`src/rtl/puf_brick_pkg.sv`:
```
package puf_brick_pkg;
  // Kind of neighbour an array cell uses.
  typedef enum logic [1:0] {
    NB_PREV_BELOW = 2'd0, // row i+1, previous column
    NB_PREV_ABOVE = 2'd1, // row i-1, previous column
    NB_SAME_ABOVE = 2'd2, // row i-1, same column
    NB_SAME_BELOW = 2'd3  // row i+1, same column
  } nb_kind_e;

  function automatic nb_kind_e nb_kind(input int row, input int col);
    if (row % 2 == 0) return (col % 2 == 0) ? NB_PREV_BELOW : NB_PREV_ABOVE;
    else              return (col % 2 == 0) ? NB_SAME_ABOVE : NB_SAME_BELOW;
  endfunction

  function automatic int nb_row(input int row, input int col);
    nb_kind_e k;
    k = nb_kind(row, col);
    if (k == NB_PREV_BELOW || k == NB_SAME_BELOW) return row + 1;
    return row - 1;
  endfunction

  function automatic int cell_index(input int row, input int col, input int cols);
    return row * cols + col;
  endfunction
endpackage

```
`src/rtl/puf_cfg_shreg.sv`:
```
module puf_cfg_shreg #(
  parameter int W = 64
) (
  input  logic         clk,
  input  logic         rst,
  input  logic         shift_en,
  input  logic         sin,
  output logic [W-1:0] cfg
);
  generate
    if (W == 1) begin : g_one
      always_ff @(posedge clk) begin
        if (rst)           cfg <= '0;
        else if (shift_en) cfg <= sin;
      end
    end else begin : g_many
      always_ff @(posedge clk) begin
        if (rst)           cfg <= '0;
        else if (shift_en) cfg <= {cfg[W-2:0], sin};
      end
    end
  endgenerate
endmodule

```
`src/rtl/puf_xor_cell.sv`:
```
module puf_xor_cell #(
  parameter bit IDLE_LVL = 1'b1
) (
  input  logic prev,
  input  logic nb,
  input  logic conn,
  output logic q
);
  logic op;
  always_comb begin
    op = conn ? nb : IDLE_LVL;
    q  = prev ^ op;
  end
endmodule

```
`src/rtl/puf_brick_column.sv`:
```
module puf_brick_column
  import puf_brick_pkg::*;
#(
  parameter int N        = 8,
  parameter int COL      = 0,
  parameter bit IDLE_LVL = 1'b1
) (
  input  logic [N-1:0] prev,
  input  logic [N-1:0] conn,
  output logic [N-1:0] q
);
  // Even rows first (depend on previous column), then odd rows read even rows.
  for (genvar r = 0; r < N; r++) begin : g_row
    localparam int NBR = nb_row(r, COL);
    localparam nb_kind_e KIND = nb_kind(r, COL);
    localparam bit DANGLE = (NBR < 0) || (NBR >= N);
    logic nb_w;
    if (DANGLE) begin : g_dangle
      assign nb_w = IDLE_LVL;
    end else if (KIND == NB_PREV_BELOW || KIND == NB_PREV_ABOVE) begin : g_prev
      assign nb_w = prev[NBR];
    end else begin : g_same
      assign nb_w = q[NBR];
    end
    puf_xor_cell #(.IDLE_LVL(IDLE_LVL)) u_cell (
      .prev (prev[r]),
      .nb   (nb_w),
      .conn (conn[r]),
      .q    (q[r])
    );
  end
endmodule

```
`src/rtl/puf_xor_brick.sv`:
```
module puf_xor_brick
  import puf_brick_pkg::*;
#(
  parameter int N        = 8,
  parameter int M        = 8,
  parameter bit IDLE_LVL = 1'b1
) (
  input  logic         clk,
  input  logic         rst,
  input  logic         cfg_shift,
  input  logic         cfg_sin,
  input  logic         chal_valid,
  output logic         chal_ready,
  input  logic [N-1:0] chal_data,
  output logic         rsp_valid,
  input  logic         rsp_ready,
  output logic [N-1:0] rsp_data
);
  localparam int CW = N * M;

  logic [CW-1:0]      cfg;
  logic [M:0][N-1:0]  stage;
  logic               accept;

  puf_cfg_shreg #(.W(CW)) u_cfg (
    .clk      (clk),
    .rst      (rst),
    .shift_en (cfg_shift),
    .sin      (cfg_sin),
    .cfg      (cfg)
  );

  assign stage[0] = chal_data;

  for (genvar c = 0; c < M; c++) begin : g_col
    logic [N-1:0] conn_c;
    for (genvar r = 0; r < N; r++) begin : g_tap
      assign conn_c[r] = cfg[cell_index(r, c, M)];
    end
    puf_brick_column #(.N(N), .COL(c), .IDLE_LVL(IDLE_LVL)) u_col (
      .prev (stage[c]),
      .conn (conn_c),
      .q    (stage[c+1])
    );
  end

  assign chal_ready = !cfg_shift && (!rsp_valid || rsp_ready);
  assign accept     = chal_valid && chal_ready;

  always_ff @(posedge clk) begin
    if (rst) begin
      rsp_valid <= 1'b0;
      rsp_data  <= '0;
    end else if (accept) begin
      rsp_valid <= 1'b1;
      rsp_data  <= stage[M];
    end else if (rsp_ready) begin
      rsp_valid <= 1'b0;
    end
  end
endmodule

```
`config.mk`:
```
export PLATFORM = sky130hd
export DESIGN_NAME = puf_xor_brick
export DESIGN_NICKNAME = d
export VERILOG_FILES = /design/src/rtl/puf_brick_pkg.sv /design/src/rtl/puf_cfg_shreg.sv /design/src/rtl/puf_xor_cell.sv /design/src/rtl/puf_brick_column.sv /design/src/rtl/puf_xor_brick.sv
export SDC_FILE = /design/constraint.sdc
export NUM_CORES = 1
export LEC_CHECK = 0
export ABC_AREA = 1
export BUFFER_PORTS_ARGS = -buffer_cell sky130_fd_sc_hd__buf_2
export CORE_ASPECT_RATIO = 0.5
export CORE_MARGIN = 4
export CORE_UTILIZATION = 30
export CTS_CLUSTER_DIAMETER = 50
export DETAILED_ROUTE_END_ITERATION = 7
export PLACE_DENSITY = 0.45
export RECOVER_POWER = 25
export SLEW_MARGIN = 40
export SYNTH_ARGS = -nofsm -noshare
export SYNTH_HDL_FRONTEND = slang
export SYNTH_SLANG_ARGS = --single-unit
```
`constraint.sdc`:
```
create_clock -name clk -period 5.4 [get_ports clk]
set_input_delay 0.27 -clock clk [delete_from_list [all_inputs] [get_ports clk]]
set_output_delay 0.27 -clock clk [all_outputs]
set_load 0.005 [all_outputs]
```
**Yosys cells after proc, flatten, opt, wreduce, memory -nomap -nowiden**

Cells that the tools add are included.

- Output and inout bits: 10
- Bits in registers: 72

- Reductions and logical operators: 6
- Mux-type cells: 58
- Bitwise operators: 64

Operators with widths:

| kind | number |
|---|---|
| 1-bit 2-to-1 mux | 58 |
| 1-bit XOR | 56 |
| 1-bit NOT | 8 |
| 1-bit logical AND | 2 |
| 1-bit zero test | 2 |
| 2-bit nonzero test | 1 |
| 1-bit logical OR | 1 |

**Depth between registers and ports, before layout**

- Depth in word-level cells: 32
- Mapped depth: 37

**Cells and area by module**

From an unflattened synthesis, not the netlist that was laid out.

- Cell total of the unflattened synthesis: 896
- Area, all modules: 4887.2 µm²

Modules (own cells, without submodules):

| module | cells each | instances | area an instance (µm²) |
|---|---|---|---|
| puf_cfg_shreg | 405 | 1 | 2666.3 |
| puf_xor_cell | 6 | 64 | 23.8 |
| puf_xor_brick | 75 | 1 | 474.2 |
| puf_brick_column (g_col[0].u_col ...) | 4 | 4 | 30.0 |
| puf_brick_column (g_col[1].u_col ...) | 4 | 4 | 26.3 |

**Worst setup path after synthesis**

Ideal clock, no wire load.

- Path type: register to register
- From: register u_cfg.cfg[48]
- To: register rsp_data[6]
- Arrival time: 3032 ps
- Period minus slack after synthesis: 3147 ps
- Stages on the path, launching flop included: 33
- Setup slack: 2253 ps
- Cells stage by stage: dfxtp_1 -> nand2_1 -> or2_0 -> nand2_1 -> nand4_1 -> nand2_2 -> nand3_2 -> nand3_2 -> nand2_1 -> nand2_2 -> nand3_2 -> nand2_4 -> nand3_2 -> nand2_2 -> nand3_2 -> nand2_4 -> nand3_2 -> nand2_4 -> nand3_2 -> nand2_4 -> nand3_2 -> nand2_2 -> nand3_2 -> nand2_2 -> nand3_2 -> nand2_2 -> nand3_1 -> nand2_2 -> nand3_2 -> nand2_1 -> nand2_1 -> o211ai_1 -> inv_2

- Cells in the longest elaborated chain, start to end: 27
- Elaborated cells between the ends (all ways): 51
- Those cells by class: mux (23); bitwise (28)

Ends and longest elaborated chain:

| item | line | source |
|---|---|---|
| from (decl) | puf_cfg_shreg.sv:8 | `output logic [W-1:0] cfg` |
| from (signal assigned) | puf_cfg_shreg.sv:19 | `else if (shift_en) cfg <= {cfg[W-2:0], sin};` |
| 1-bit 2-to-1 mux (*) | puf_xor_cell.sv:11 | `op = conn ? nb : IDLE_LVL;` |
| 1-bit XOR (*) | puf_xor_cell.sv:12 | `q = prev ^ op;` |
| 1-bit XOR | puf_xor_cell.sv:12 |  |
| 1-bit 2-to-1 mux | puf_xor_cell.sv:11 |  |
| 1-bit XOR | puf_xor_cell.sv:12 |  |
| 1-bit 2-to-1 mux | puf_xor_cell.sv:11 |  |
| 1-bit XOR | puf_xor_cell.sv:12 |  |
| 1-bit 2-to-1 mux | puf_xor_cell.sv:11 |  |
| (+11 left out) | n/a |  |
| 1-bit 2-to-1 mux | puf_xor_cell.sv:11 |  |
| 1-bit XOR | puf_xor_cell.sv:12 |  |
| 1-bit 2-to-1 mux | puf_xor_cell.sv:11 |  |
| 1-bit XOR | puf_xor_cell.sv:12 |  |
| 1-bit 2-to-1 mux | puf_xor_cell.sv:11 |  |
| 1-bit XOR | puf_xor_cell.sv:12 |  |
| 1-bit 2-to-1 mux | puf_xor_cell.sv:11 |  |
| 1-bit XOR (*) | puf_xor_cell.sv:12 |  |
| to (signal assigned) | puf_xor_brick.sv:56 | `rsp_data <= stage[M];` |
| to (decl) | puf_xor_brick.sv:17 | `output logic [N-1:0] rsp_data` |

Mark *: on every way between the ends. The rest lies on a longest branch, timed or not.
A chain may end at the register's enable or synchronous reset.

**Worst setup path in the final report**

- From: register u_cfg.cfg[48]
- To: register rsp_data[5]

- Cells in the longest elaborated chain, start to end: 29
- Elaborated cells between the ends (all ways): 53
- Those cells by class: mux (24); bitwise (29)

Ends and longest elaborated chain:

| item | line |
|---|---|
| 1-bit 2-to-1 mux (*) | puf_xor_cell.sv:11 |
| 1-bit XOR (*) | puf_xor_cell.sv:12 |
| 1-bit XOR | puf_xor_cell.sv:12 |
| 1-bit 2-to-1 mux | puf_xor_cell.sv:11 |
| 1-bit XOR | puf_xor_cell.sv:12 |
| 1-bit 2-to-1 mux | puf_xor_cell.sv:11 |
| 1-bit XOR | puf_xor_cell.sv:12 |
| 1-bit 2-to-1 mux | puf_xor_cell.sv:11 |
| (+13 left out) | n/a |
| 1-bit 2-to-1 mux | puf_xor_cell.sv:11 |
| 1-bit XOR | puf_xor_cell.sv:12 |
| 1-bit 2-to-1 mux | puf_xor_cell.sv:11 |
| 1-bit XOR | puf_xor_cell.sv:12 |
| 1-bit 2-to-1 mux | puf_xor_cell.sv:11 |
| 1-bit XOR | puf_xor_cell.sv:12 |
| 1-bit 2-to-1 mux | puf_xor_cell.sv:11 |
| 1-bit XOR (*) | puf_xor_cell.sv:12 |

Marks and branches as above.

==> impl_metrics.env <==
export IMPL_synth_simple_gate_area_frac=0.455
export IMPL_synth_cells=635
export IMPL_fin_tns_setup_ns=0
export IMPL_powerDensity_mw_per_mm2=322
export IMPL_io_pins=24
export IMPL_synth_seq_cells=72
export IMPL_fin_skew_ns=0.00795
export IMPL_critPathLaunchType="flop"
export IMPL_internal_power_uw=1060
export IMPL_pwr_share_seq=0.386
export IMPL_num_vias=3891
export IMPL_clk_pin_slew_ns=0.06
export IMPL_outcome="finished, violations left"
export IMPL_design_area_mm2=0.00484
export IMPL_cts_hold_buf=0
export IMPL_p_sw_uw=496
export IMPL_switching_share=0.318
export IMPL_first_pass_iters=4
export IMPL_violations="capacitance limit, slew limit"
export IMPL_synthFlopType="dfxtp_1"
export IMPL_postCtsSetupBuffers=0
export IMPL_nets=665
export IMPL_antenna_found_initial=0
export IMPL_n_antenna_cell=0
export IMPL_pwr_share_comb=0.223
export IMPL_worstMarginPinSlew_ns=2.75
export IMPL_avgSynthCellArea_um2=6.71
export IMPL_cp_top_family="XOR/XNOR gates"
export IMPL_path_cells="nand2_1 > or2_0 > nand2_1 > nand2_1 > xor2_1 > nor2_1 > xnor2_1 > nand2_1 > xnor2_1 > inv_1 > nand2_1 > xor2_1 > nand2_1 > xor2_1 > nor2_1 > xnor2_1 > inv_1 > nand3_1 > nand3_1 > nand2_1 > nand3_1 > nand2_1 > inv_1"
export IMPL_drc=0
export IMPL_critPathArrivalTime_ns=3.92
export IMPL_critPathMaxStageDelay_ns=0.36
export IMPL_yosysTopAreaCellShare=0.339
export IMPL_clockBufferDepth=2
export IMPL_syn2layout_area_growth_pct=13.6
export IMPL_max_slew_margin=-0.836
export IMPL_synth_area_mm2=0.00426
export IMPL_cp_depth=23
export IMPL_end_kind="flop"
export IMPL_final_core_util=0.353
export IMPL_core_mm2=0.0137
export IMPL_maxCapViolations=1
export IMPL_clock_fmax_ghz=0.271
export IMPL_initial_core_util=0.311
export IMPL_grt_max_degree=73
export IMPL_synth_compound_area_frac=0.110
export IMPL_drive_gt1_frac=0.178
export IMPL_hold_viol_final=0
export IMPL_grt_pass1_vias=3691
export IMPL_cp_common_cell="nand2_1"
export IMPL_ant_nets=0
export IMPL_maxSlewViolCount=73
export IMPL_synthTopCellsByCount="nand2_1 (109), nor2_1 (98), nand3_1 (82), dfxtp_1 (72), o21ai_0 (65)"
export IMPL_yosys_top_cells_area="dfxtp_1 (34%), nand3_1 (9.6%), nand2_1 (9.6%)"
export IMPL_seq_area_frac_synth=0.339
export IMPL_synthMuxAreaShare=0
export IMPL_htreeDepth=3
export IMPL_grt_pass1_wl_mm=17.3
export IMPL_min_path_cells=3
export IMPL_slowest_stage="dfxtp_1"
export IMPL_irDropWorstVdd_v=0.000169
export IMPL_grt_ovfl_total=0
export IMPL_synth_top_family_by_area="simple AND/OR/NAND/NOR gates"
export IMPL_synthArstFlopShare=0
export IMPL_rsz0062_at_grt="no"
export IMPL_fin_crit_sh=0.684
export IMPL_setup_viol=0
export IMPL_p_leak_uw=0.00220
export IMPL_p_clk_frac=0.391
export IMPL_synth_edf_count=0
export IMPL_via_per_inst=4.59
export IMPL_die_h_um=92.2
export IMPL_die_area_mm2=0.0163
export IMPL_synth_fa_ha_area_frac=0
export IMPL_synth_top_cell_by_area="dfxtp_1"
export IMPL_min_period_ns=3.70
export IMPL_routed_wl_mm=9.94
export IMPL_die_w_um=176
export IMPL_synth_xor_area_share=0.0123
export IMPL_cts_root_buf="clkbuf_16"
export IMPL_cts_tree="done"
export IMPL_track_usage=0.126
export IMPL_cp_data_required_time_ns=5.63
export IMPL_port_buffers=23
export IMPL_ctsResizeCount=0
export IMPL_postPlaceCellArea_mm2=0.00455
export IMPL_nFillCells=1507
export IMPL_synthMostInstantiatedCell="nand2_1"
export IMPL_hold_class="in -> reg"
export IMPL_cts_sinks=72
export IMPL_cts_buffers=9
export IMPL_crit_type="reg -> reg"
export IMPL_crit_fanout=4
export IMPL_clk_latency_ns=0.33
export IMPL_place_congestion=0.734
export IMPL_ys_warnings_count=0
export IMPL_syn_nets=649
export IMPL_dp_hpwl_mm=6.60
export IMPL_drtIter0Drc=180
export IMPL_ff2ff_path_depth=23
export IMPL_post_drt_wl_per_cell_um=11.7
export IMPL_ys_types=24
export IMPL_path_buf_inv=3
export IMPL_num_rows=30
per-layer routing:
layer  wire length, um  GRT usage  vias up
met4                40     0.0270        0
li1                  -          -     2094
met3               188     0.0247        2
met1              5330      0.170     1776
met2              4380      0.210       19
met5                 0          0        -
cell type report:
class	instances	area, um2	share of cell area
Clock inverter	3	40.0	0.00828
Timing Repair Buffer	26	130	0.0269
Tap cell	192	240	0.0497
Sequential cell	72	1440	0.298
Multi-Input combinational cell	470	2460	0.508
Inverter	72	270	0.0559
Clock buffer	13	260	0.0538
sequential cells by signal, summed over array words and instances (netlist names):
name       count
rsp_valid      1
rsp_data       8
u_cfg.cfg     63
placed cells by master (no fill, tap or decap), types with 2 or more instances in the layout:
cell type	instances
inv_2	7
clkbuf_1	6
clkinv_1	2
buf_2	20
clkinv_2	2
clkbuf_8	2
nand2_1	109
clkbuf_16	9
xor2_1	3
o21ai_0	65
xnor2_1	3
nand3_2	32
nor2_1	98
buf_4	2
nand3_1	82
nand2_4	17
nand2_2	24
nand4_1	11
dfxtp_1	72
inv_1	63
o21a_1	3
a21oi_1	16
o211ai_1	3
tightest hold or removal path, delay by kind of cell:
kind,cells,cell delay (ns)
simple gates,2,0.11
buf+inv,1,0.08
through the flow:
stage	hold slack, ns	instances	setup WS, ns	power (uW)
CTS	0.161	848	1.58	1580
global route	0.164	848	1.19	1670
detailed placement	0.472	832	1.54	964
floorplan	0.405	635	2.25	889
finish	0.172	848	1.70	1560
global placement	0.467	832	1.47	959
worst paths after layout:
kind	slack, ns	to	startpoint
min reg2reg	0.48	u_cfg.cfg[55]$_SDFFE_PP0P_	u_cfg.cfg[54]$_SDFFE_PP0P_
max reg2reg	1.70	rsp_data[5]$_SDFFE_PP0P_	u_cfg.cfg[48]$_SDFFE_PP0P_
max	1.70	rsp_data[5]$_SDFFE_PP0P_	u_cfg.cfg[48]$_SDFFE_PP0P_
min	0.17	u_cfg.cfg[0]$_SDFFE_PP0P_	cfg_sin
logic make-up (layout without fill, tap and decap cells):
kind of cell,count (synthesis),count (layout)
compound gates,89,89
simple gates,375,375
flops,72,72
buf+inv,93,114
xor+xnor,6,6
power groups by stage:
stage / combinational, uW / sequential [uW] / clock [uW]
final: 348 / 602 / 609
after global placement: 346 / 613 / 0
after floorplan: 285 / 604 / 0
after CTS: 353 / 602 / 629
after global routing: 405 / 608 / 658
after detailed placement: 350 / 614 / 0
Power figures use the tool's default switching activity.
